$ cat config.mk
export PLATFORM = sky130hd
export DESIGN_NAME = bitpat_gen
export DESIGN_NICKNAME = d
export VERILOG_FILES = /design/src/rtl/bitpat_gen.sv
export SDC_FILE = /design/constraint.sdc
export NUM_CORES = 1
export LEC_CHECK = 0
export CAP_MARGIN = 5
export CORE_ASPECT_RATIO = 0.7
export CORE_MARGIN = 4
export CORE_UTILIZATION = 47
export DETAILED_ROUTE_END_ITERATION = 7
export PLACE_DENSITY_LB_ADDON = 0.05
export SYNTH_ARGS = -nofsm -noshare
export SYNTH_HDL_FRONTEND = slang
export SYNTH_SLANG_ARGS = --single-unit
$ cat constraint.sdc
create_clock -name clk -period 8.2 [get_ports clk]
set_input_delay 1.64 -clock clk [delete_from_list [all_inputs] [get_ports clk]]
set_output_delay 1.64 -clock clk [all_outputs]
set_load 0.03 [all_outputs]
$ cat src/rtl/bitpat_gen.sv
module bitpat_gen #(
  parameter int W  = 32,
  parameter int CW = 24,
  localparam int LW = $clog2(W)
) (
  input  logic          clk,
  input  logic          rst_n,
  input  logic [W-1:0]  cfg_word,
  input  logic [LW-1:0] cfg_len,
  input  logic [LW-1:0] cfg_tap,
  input  logic          cfg_rep,
  input  logic [2:0]    cfg_rate,
  input  logic          load,
  input  logic          tx_dis,
  input  logic          err_single,
  output logic          tx_bit
);

  logic [W-1:0]  sr, mask, seed;
  logic [LW-1:0] len_q, tap_q;
  logic          rep_q, active, pend, tx_q;
  logic [2:0]    rate_q;
  logic [CW-1:0] cnt_q, lim;

  wire en  = active & ~tx_dis & ~load;
  wire fb  = rep_q ? sr[len_q] : (sr[len_q] ^ sr[tap_q]);
  wire hit = (rate_q != 3'd0) && (cnt_q == lim - 1'b1);
  wire inj = pend | hit;

  assign mask   = {W{1'b1}} >> (LW'(W - 1) - cfg_len);
  assign seed   = (!cfg_rep && ((cfg_word & mask) == '0)) ? {W{1'b1}} : cfg_word;
  assign tx_bit = tx_q;

  always_comb begin
    case (rate_q)
      3'd1:    lim = CW'(10);
      3'd2:    lim = CW'(100);
      3'd3:    lim = CW'(1000);
      3'd4:    lim = CW'(10000);
      3'd5:    lim = CW'(100000);
      3'd6:    lim = CW'(1000000);
      3'd7:    lim = CW'(10000000);
      default: lim = '0;
    endcase
  end

  always_ff @(posedge clk) begin
    if (!rst_n) begin
      sr     <= '0;
      len_q  <= '0;
      tap_q  <= '0;
      rep_q  <= 1'b0;
      rate_q <= '0;
      active <= 1'b0;
      tx_q   <= 1'b0;
      cnt_q  <= '0;
    end else if (load) begin
      sr     <= seed;
      len_q  <= cfg_len;
      tap_q  <= cfg_tap;
      rep_q  <= cfg_rep;
      rate_q <= cfg_rate;
      active <= 1'b1;
      tx_q   <= 1'b0;
      cnt_q  <= '0;
    end else if (en) begin
      tx_q <= sr[len_q] ^ inj;
      sr   <= {sr[W-2:0], fb};
      if (rate_q != 3'd0)
        cnt_q <= hit ? '0 : cnt_q + 1'b1;
    end
  end

  always_ff @(posedge clk) begin
    if (!rst_n) pend <= 1'b0;
    else        pend <= err_single | (pend & ~en);
  end

endmodule

* After elaboration in Yosys (flattened, before gate mapping) *
Cells that the tools add are included.
W data, S select, Z words.

operators by class
  muxes and demuxes = 10
  add/sub/neg operators = 3
  eq/ne operators = 8
  reductions and logical operators = 8
  bitwise operators = 12
  shift-type cells = 1
  magnitude comparators = 2

operators by type and width
  operator                 count
  $pmux W24 S7             1
  $mux W32                 3
  $and A32 B32 Y32         1
  $logic_not A32 Y1        1
  $shr A32 B5 Y32 const A  1
  $add A24 B1 Y24 const B  1
  $eq A24 B24 Y1           1
  $mux W24                 1
  $sub A24 B1 Y24 const B  1
  $eq A3 B3 Y1 const B     4
  $lt A5 B6 Y1 const B     2
  $bmux W1 S5              2
  $eq A3 B2 Y1 const B     2
  $sub A5 B5 Y5 const A    1
  $not A1 Y1               4
  $and A1 B1 Y1            3
  $eq A3 B1 Y1 const B     1
  $mux W1                  3
  $reduce_bool A3 Y1       1
  $logic_and A1 B1 Y1      2
  $or A1 B1 Y1             2
  $reduce_and A2 Y1        1
  $reduce_bool A2 Y1       1
  $reduce_or A2 Y1         1
  2 further kinds          3

storage, ports and cells
  input port bits = 51
  register bits = 73
  output and inout port bits = 1

* Depth between registers and ports, before layout *
  depth in word-level cells = 7
  depth in mapped cells = 13

* Worst setup path after synthesis *
Ideal clock, no wire load.

  path kind = in2reg
  from = in cfg_word[8]
  to = reg sr[0]
  path slack = 4827 ps
  buffers on the path = 1
  arrival = 3303 ps
  data required time = 8130 ps
  stages on the path = 7
  path through = or4_1 > nor4_2 > o2111ai_1 > a2111oi_4 > buf_2 > o221ai_1 > a21oi_1

on the way
  word-level cells in the longest chain between the ends = 5

RTL lines
  element                 RTL line  text
  start: declaration      8         input logic [W-1:0] cfg_word,
  $and A32 B32 Y32        31        assign seed = (!cfg_rep && ((cfg_word & mask) == '0)) ? {W{1'b1}} : cfg_word;
  $logic_not A32 Y1       31
  $logic_and A1 B1 Y1     31
  $mux W32                31
  $mux W32                57        end else if (load) begin
  end signal: assignment  68        sr <= {sr[W-2:0], fb};
  end: declaration        19        logic [W-1:0] sr, mask, seed;

Every way passes these cells.
A chain may end at the register's enable or synchronous reset.

* Worst setup path after layout *
  from = reg rate_q[0]
  to = reg cnt_q[19]

on the way
  word-level cells in the longest chain between the ends = 6
  elaborated cells on any way between the ends = 14
  classes of those cells = 1 x add/sub; 8 x eq/ne; 2 x mux; 3 x reduce/logical

RTL lines
  element                               RTL line  text
  start: declaration                    22        logic [2:0] rate_q;
  start signal: assignment              62        rate_q <= cfg_rate;
  $eq A3 B3 Y1 (tied with other cells)  35        case (rate_q)
  $pmux W24 S7                          35
  $sub A24 B1 Y24                       27        wire hit = (rate_q != 3'd0) && (cnt_q == lim - 1'b1);
  $eq A24 B24 Y1                        27
  $logic_and A1 B1 Y1                   27
  $mux W24                              70        cnt_q <= hit ? '0 : cnt_q + 1'b1;
  end signal: assignment                70
  end: declaration                      23        logic [CW-1:0] cnt_q, lim;

Parallel ways exist; a longest one is shown, timed or not.

==> reports/metrics.yaml <==
flow_run:
  maxCapViolCount: 0
logic_synthesis:
  synth-edff-count: 0
  ys_top_cells_by_area: "dfxtp_1 (31%), mux4_2 (9.5%), a22oi_1 (5.1%)"
  yosys_most_used_dff: "dfxtp_1"
  yosysTopAreaCell: "dfxtp_1"
  synth_warnings: 0
  yosysSeqAreaShare: 0.308
  synthTopCellsByCount: "dfxtp_1 (73), o21ai_0 (44), nor2_1 (38)"
  async_flop_share: 0
  synth_area_um2: 4750
  syn_area_per_cell_um2: 8.94
  yosys.cell_types.count: 70
  synthCells: 531
  synth_most_common_cell: "dfxtp_1"
  syn_nets: 584
  ys_ff_latch: 73
  synth_top_area_share: 0.308
route:
  drc_errors: 0
  vias: 4311
  antenna_left: 0
  post_drt_wl_per_cell_um: 19.1
  viasPerCell: 6.28
  drt_pass1_iterations: 5
  wl_mm: 13.1
  first_iter_violations: 401
min_path:
  hp-class: "reg -> reg"
  worstHoldPathCells: 1
  hold_path_end: "active$_SDFFE_PN0P_"
  hp-start: "active$_SDFFE_PN0P_"
clock_tree:
  ctsHoldBuffers: 0
  root_buffer: "clkbuf_16"
  clock_path_buffers: 2
  clkTransAtPathRegs_ns: 0.06
  htreeDepth: 3
  cts_buffers: 9
  cts_resized: 0
  tritoncts: "yes"
  clock_latency_ns: 0.33
  cts_sinks: 73
  cts_setup_buffers: 0
floorplan:
  die-area_um2: 11800
  start_util: 0.486
  die_y_um: 92.1
  coreArea_um2: 9760
  chipWidth_um: 128
  pin_count: 52
  rows: 30
sta:
  holdWs_ns: 0.518
  maxSlewViolCount: 0
  fin_tns_setup_ns: 0
  hold_violations: 0
  rsz0062_at_grt: "no"
  max_freq_ghz: 0.224
  period_share: 0.543
  maxSlewHeadroom: 0.285
  fin_skew_ns: 0.00318
  min_period_ns: 4.46
  setup_viol_count_final: 0
  tightestPinTransition_ns: 1.07
power_and_ir_drop:
  ir_worst_vdd_uv: 131
  power_density_nw_per_um2: 175
  p_leak_nw: 1.85
grt:
  grt_pass1_wl_mm: 21.3
  grt_usage: 0.225
  grt_pass1_vias: 3929
  grt_max_degree: 53
  antenna_found_initial: 0
  grt_overflow: 0
worst_setup_path:
  worst_ep_arrival_time_ns: 4.64
  crit_path_start_kind: "register"
  worst-r2r-setup-slack_ns: 3.74
  r2r-start: "rate_q[0]$_SDFFE_PN0P_"
  cp.required_ns: 8.38
  crit_type: "reg -> reg"
  reg2reg_to: "cnt_q[19]$_SDFFE_PP0P_"
  cp-end-kind: "register"
  ff2ff_path_depth: 10
  path_max_fanout: 32
place:
  gp_congestion: 0.872
  portBuffers: 51
  hpwl_mm: 9.33
final_layout:
  drive_gt1_frac: 0.108
  fillCellCount: 898
  area_growth_pct: 17.2
  nets: 606
  diodes: 0
run_status:
  status: "finished clean"
-- worst max-delay path by stage --
stage,start,end,slack (ns),cells after the start
global placement,cfg_len[3],sr[14]$_SDFFE_PN0P_,3.85,9
finish,rate_q[0]$_SDFFE_PN0P_,cnt_q[19]$_SDFFE_PP0P_,3.74,10
detailed placement,cfg_len[3],sr[14]$_SDFFE_PN0P_,3.77,9
floorplan,cfg_word[8],sr[0]$_SDFFE_PN0P_,4.83,7
global route,rate_q[0]$_SDFFE_PN0P_,cnt_q[22]$_SDFFE_PP0P_,3.41,10
CTS,rate_q[0]$_SDFFE_PN0P_,cnt_q[19]$_SDFFE_PP0P_,3.83,10
-- metal layers --
layer | vias to the layer above | wire (um) | track usage
li1 | 2029 | - | -
met1 | 2100 | 6720 | 0.361
met2 | 167 | 5340 | 0.305
met3 | 15 | 913 | 0.0471
met4 | 0 | 130 | 0.0459
met5 | - | 0 | 0
-- layout make-up --
type | instances | area (um2) | share of cell area
Tap cell | 128 | 160 | 0.0288
Multi-Input combinational cell | 401 | 3020 | 0.543
Inverter | 11 | 41.3 | 0.00742
Timing Repair Buffer | 57 | 551 | 0.0989
Clock inverter | 5 | 77.6 | 0.0139
Sequential cell | 73 | 1460 | 0.263
Clock buffer | 11 | 253 | 0.0454
-- placed cells by master (no fill, tap or decap), drive strengths merged, types with 3 or more instances in the layout --
| cell type | Yosys | layout |
|---|---|---|
| nor3 | 6 | 6 |
| a21oi | 23 | 23 |
| o31ai | 4 | 4 |
| nor2 | 38 | 38 |
| clkbuf | 24 | 11 |
| clkdlybuf4s50 | 0 | 50 |
| o22ai | 5 | 5 |
| xor2 | 17 | 17 |
| dfxtp | 73 | 73 |
| o31a | 3 | 3 |
| a2111oi | 3 | 3 |
| nor3b | 3 | 3 |
| nor2b | 22 | 22 |
| a21boi | 31 | 31 |
| a21o | 3 | 3 |
| nor4 | 4 | 4 |
| a211oi | 5 | 5 |
| mux4 | 20 | 20 |
| mux2i | 17 | 17 |
| buf | 22 | 7 |
| a22oi | 32 | 32 |
| inv | 11 | 11 |
| o21ai | 48 | 48 |
| nor4b | 3 | 3 |
| nand2b | 11 | 11 |
| nand3 | 13 | 13 |
| nand2 | 20 | 20 |
| nand4 | 8 | 8 |
| xnor2 | 13 | 13 |
| a31oi | 5 | 5 |
| and3 | 5 | 5 |
| o221ai | 3 | 3 |
-- cell families (layout without fill, tap and decap cells) --
family                   Yosys count  after routing  synth area share
buffers and inverters             57             84            0.0575
AO/OA/AOI/OAI                    184            184             0.267
adder cells (fa/ha/maj)            2              2           0.00527
XOR/XNOR                          30             30            0.0554
multiplexers                      39             39             0.135
AND/OR/NAND/NOR                  146            146             0.171
flip-flops                        73             73             0.308
-- per-stage QoR --
step / std cells / setup slack, ns / power [mW] / cell area [um2] / util
after CTS: 686 / 3.83 / 0.979 / 5570 / 0.570
after global placement: 670 / 3.85 / 0.544 / 5240 / 0.536
after detailed placement: 670 / 3.77 / 0.546 / 5240 / 0.536
after global routing: 686 / 3.41 / 1.01 / 5570 / 0.570
after floorplan: 531 / 4.83 / 0.493 / 4750 / -
final: 686 / 3.74 / 0.974 / 5570 / 0.570
-- worst max-delay path, cell delays in order (launching register included) --
cell       delay (ns)
dfxtp_1          1.03
nand2b_1         0.34
nand2b_1         0.25
ha_1             0.32
nor3b_1          0.23
o32a_1           0.35
mux2_2           0.28
a2111oi_2        0.35
nand4_1          0.25
o21ai_2          0.78
nor2_1           0.13
-- power breakdown --
group          internal (mW)  switching, mW
Clock                  0.282          0.151
Combinational         0.0788         0.0721
Sequential             0.369         0.0209
Total                  0.730          0.245
-- sequential cells by signal, summed over array words and instances (netlist names) --
signal / cells
len_q: 5
cnt_q: 24
tap_q: 5
sr: 32
rep_q: 1
tx_bit: 1
pend: 1
rate_q: 3
active: 1
Power figures use the tool's default switching activity.
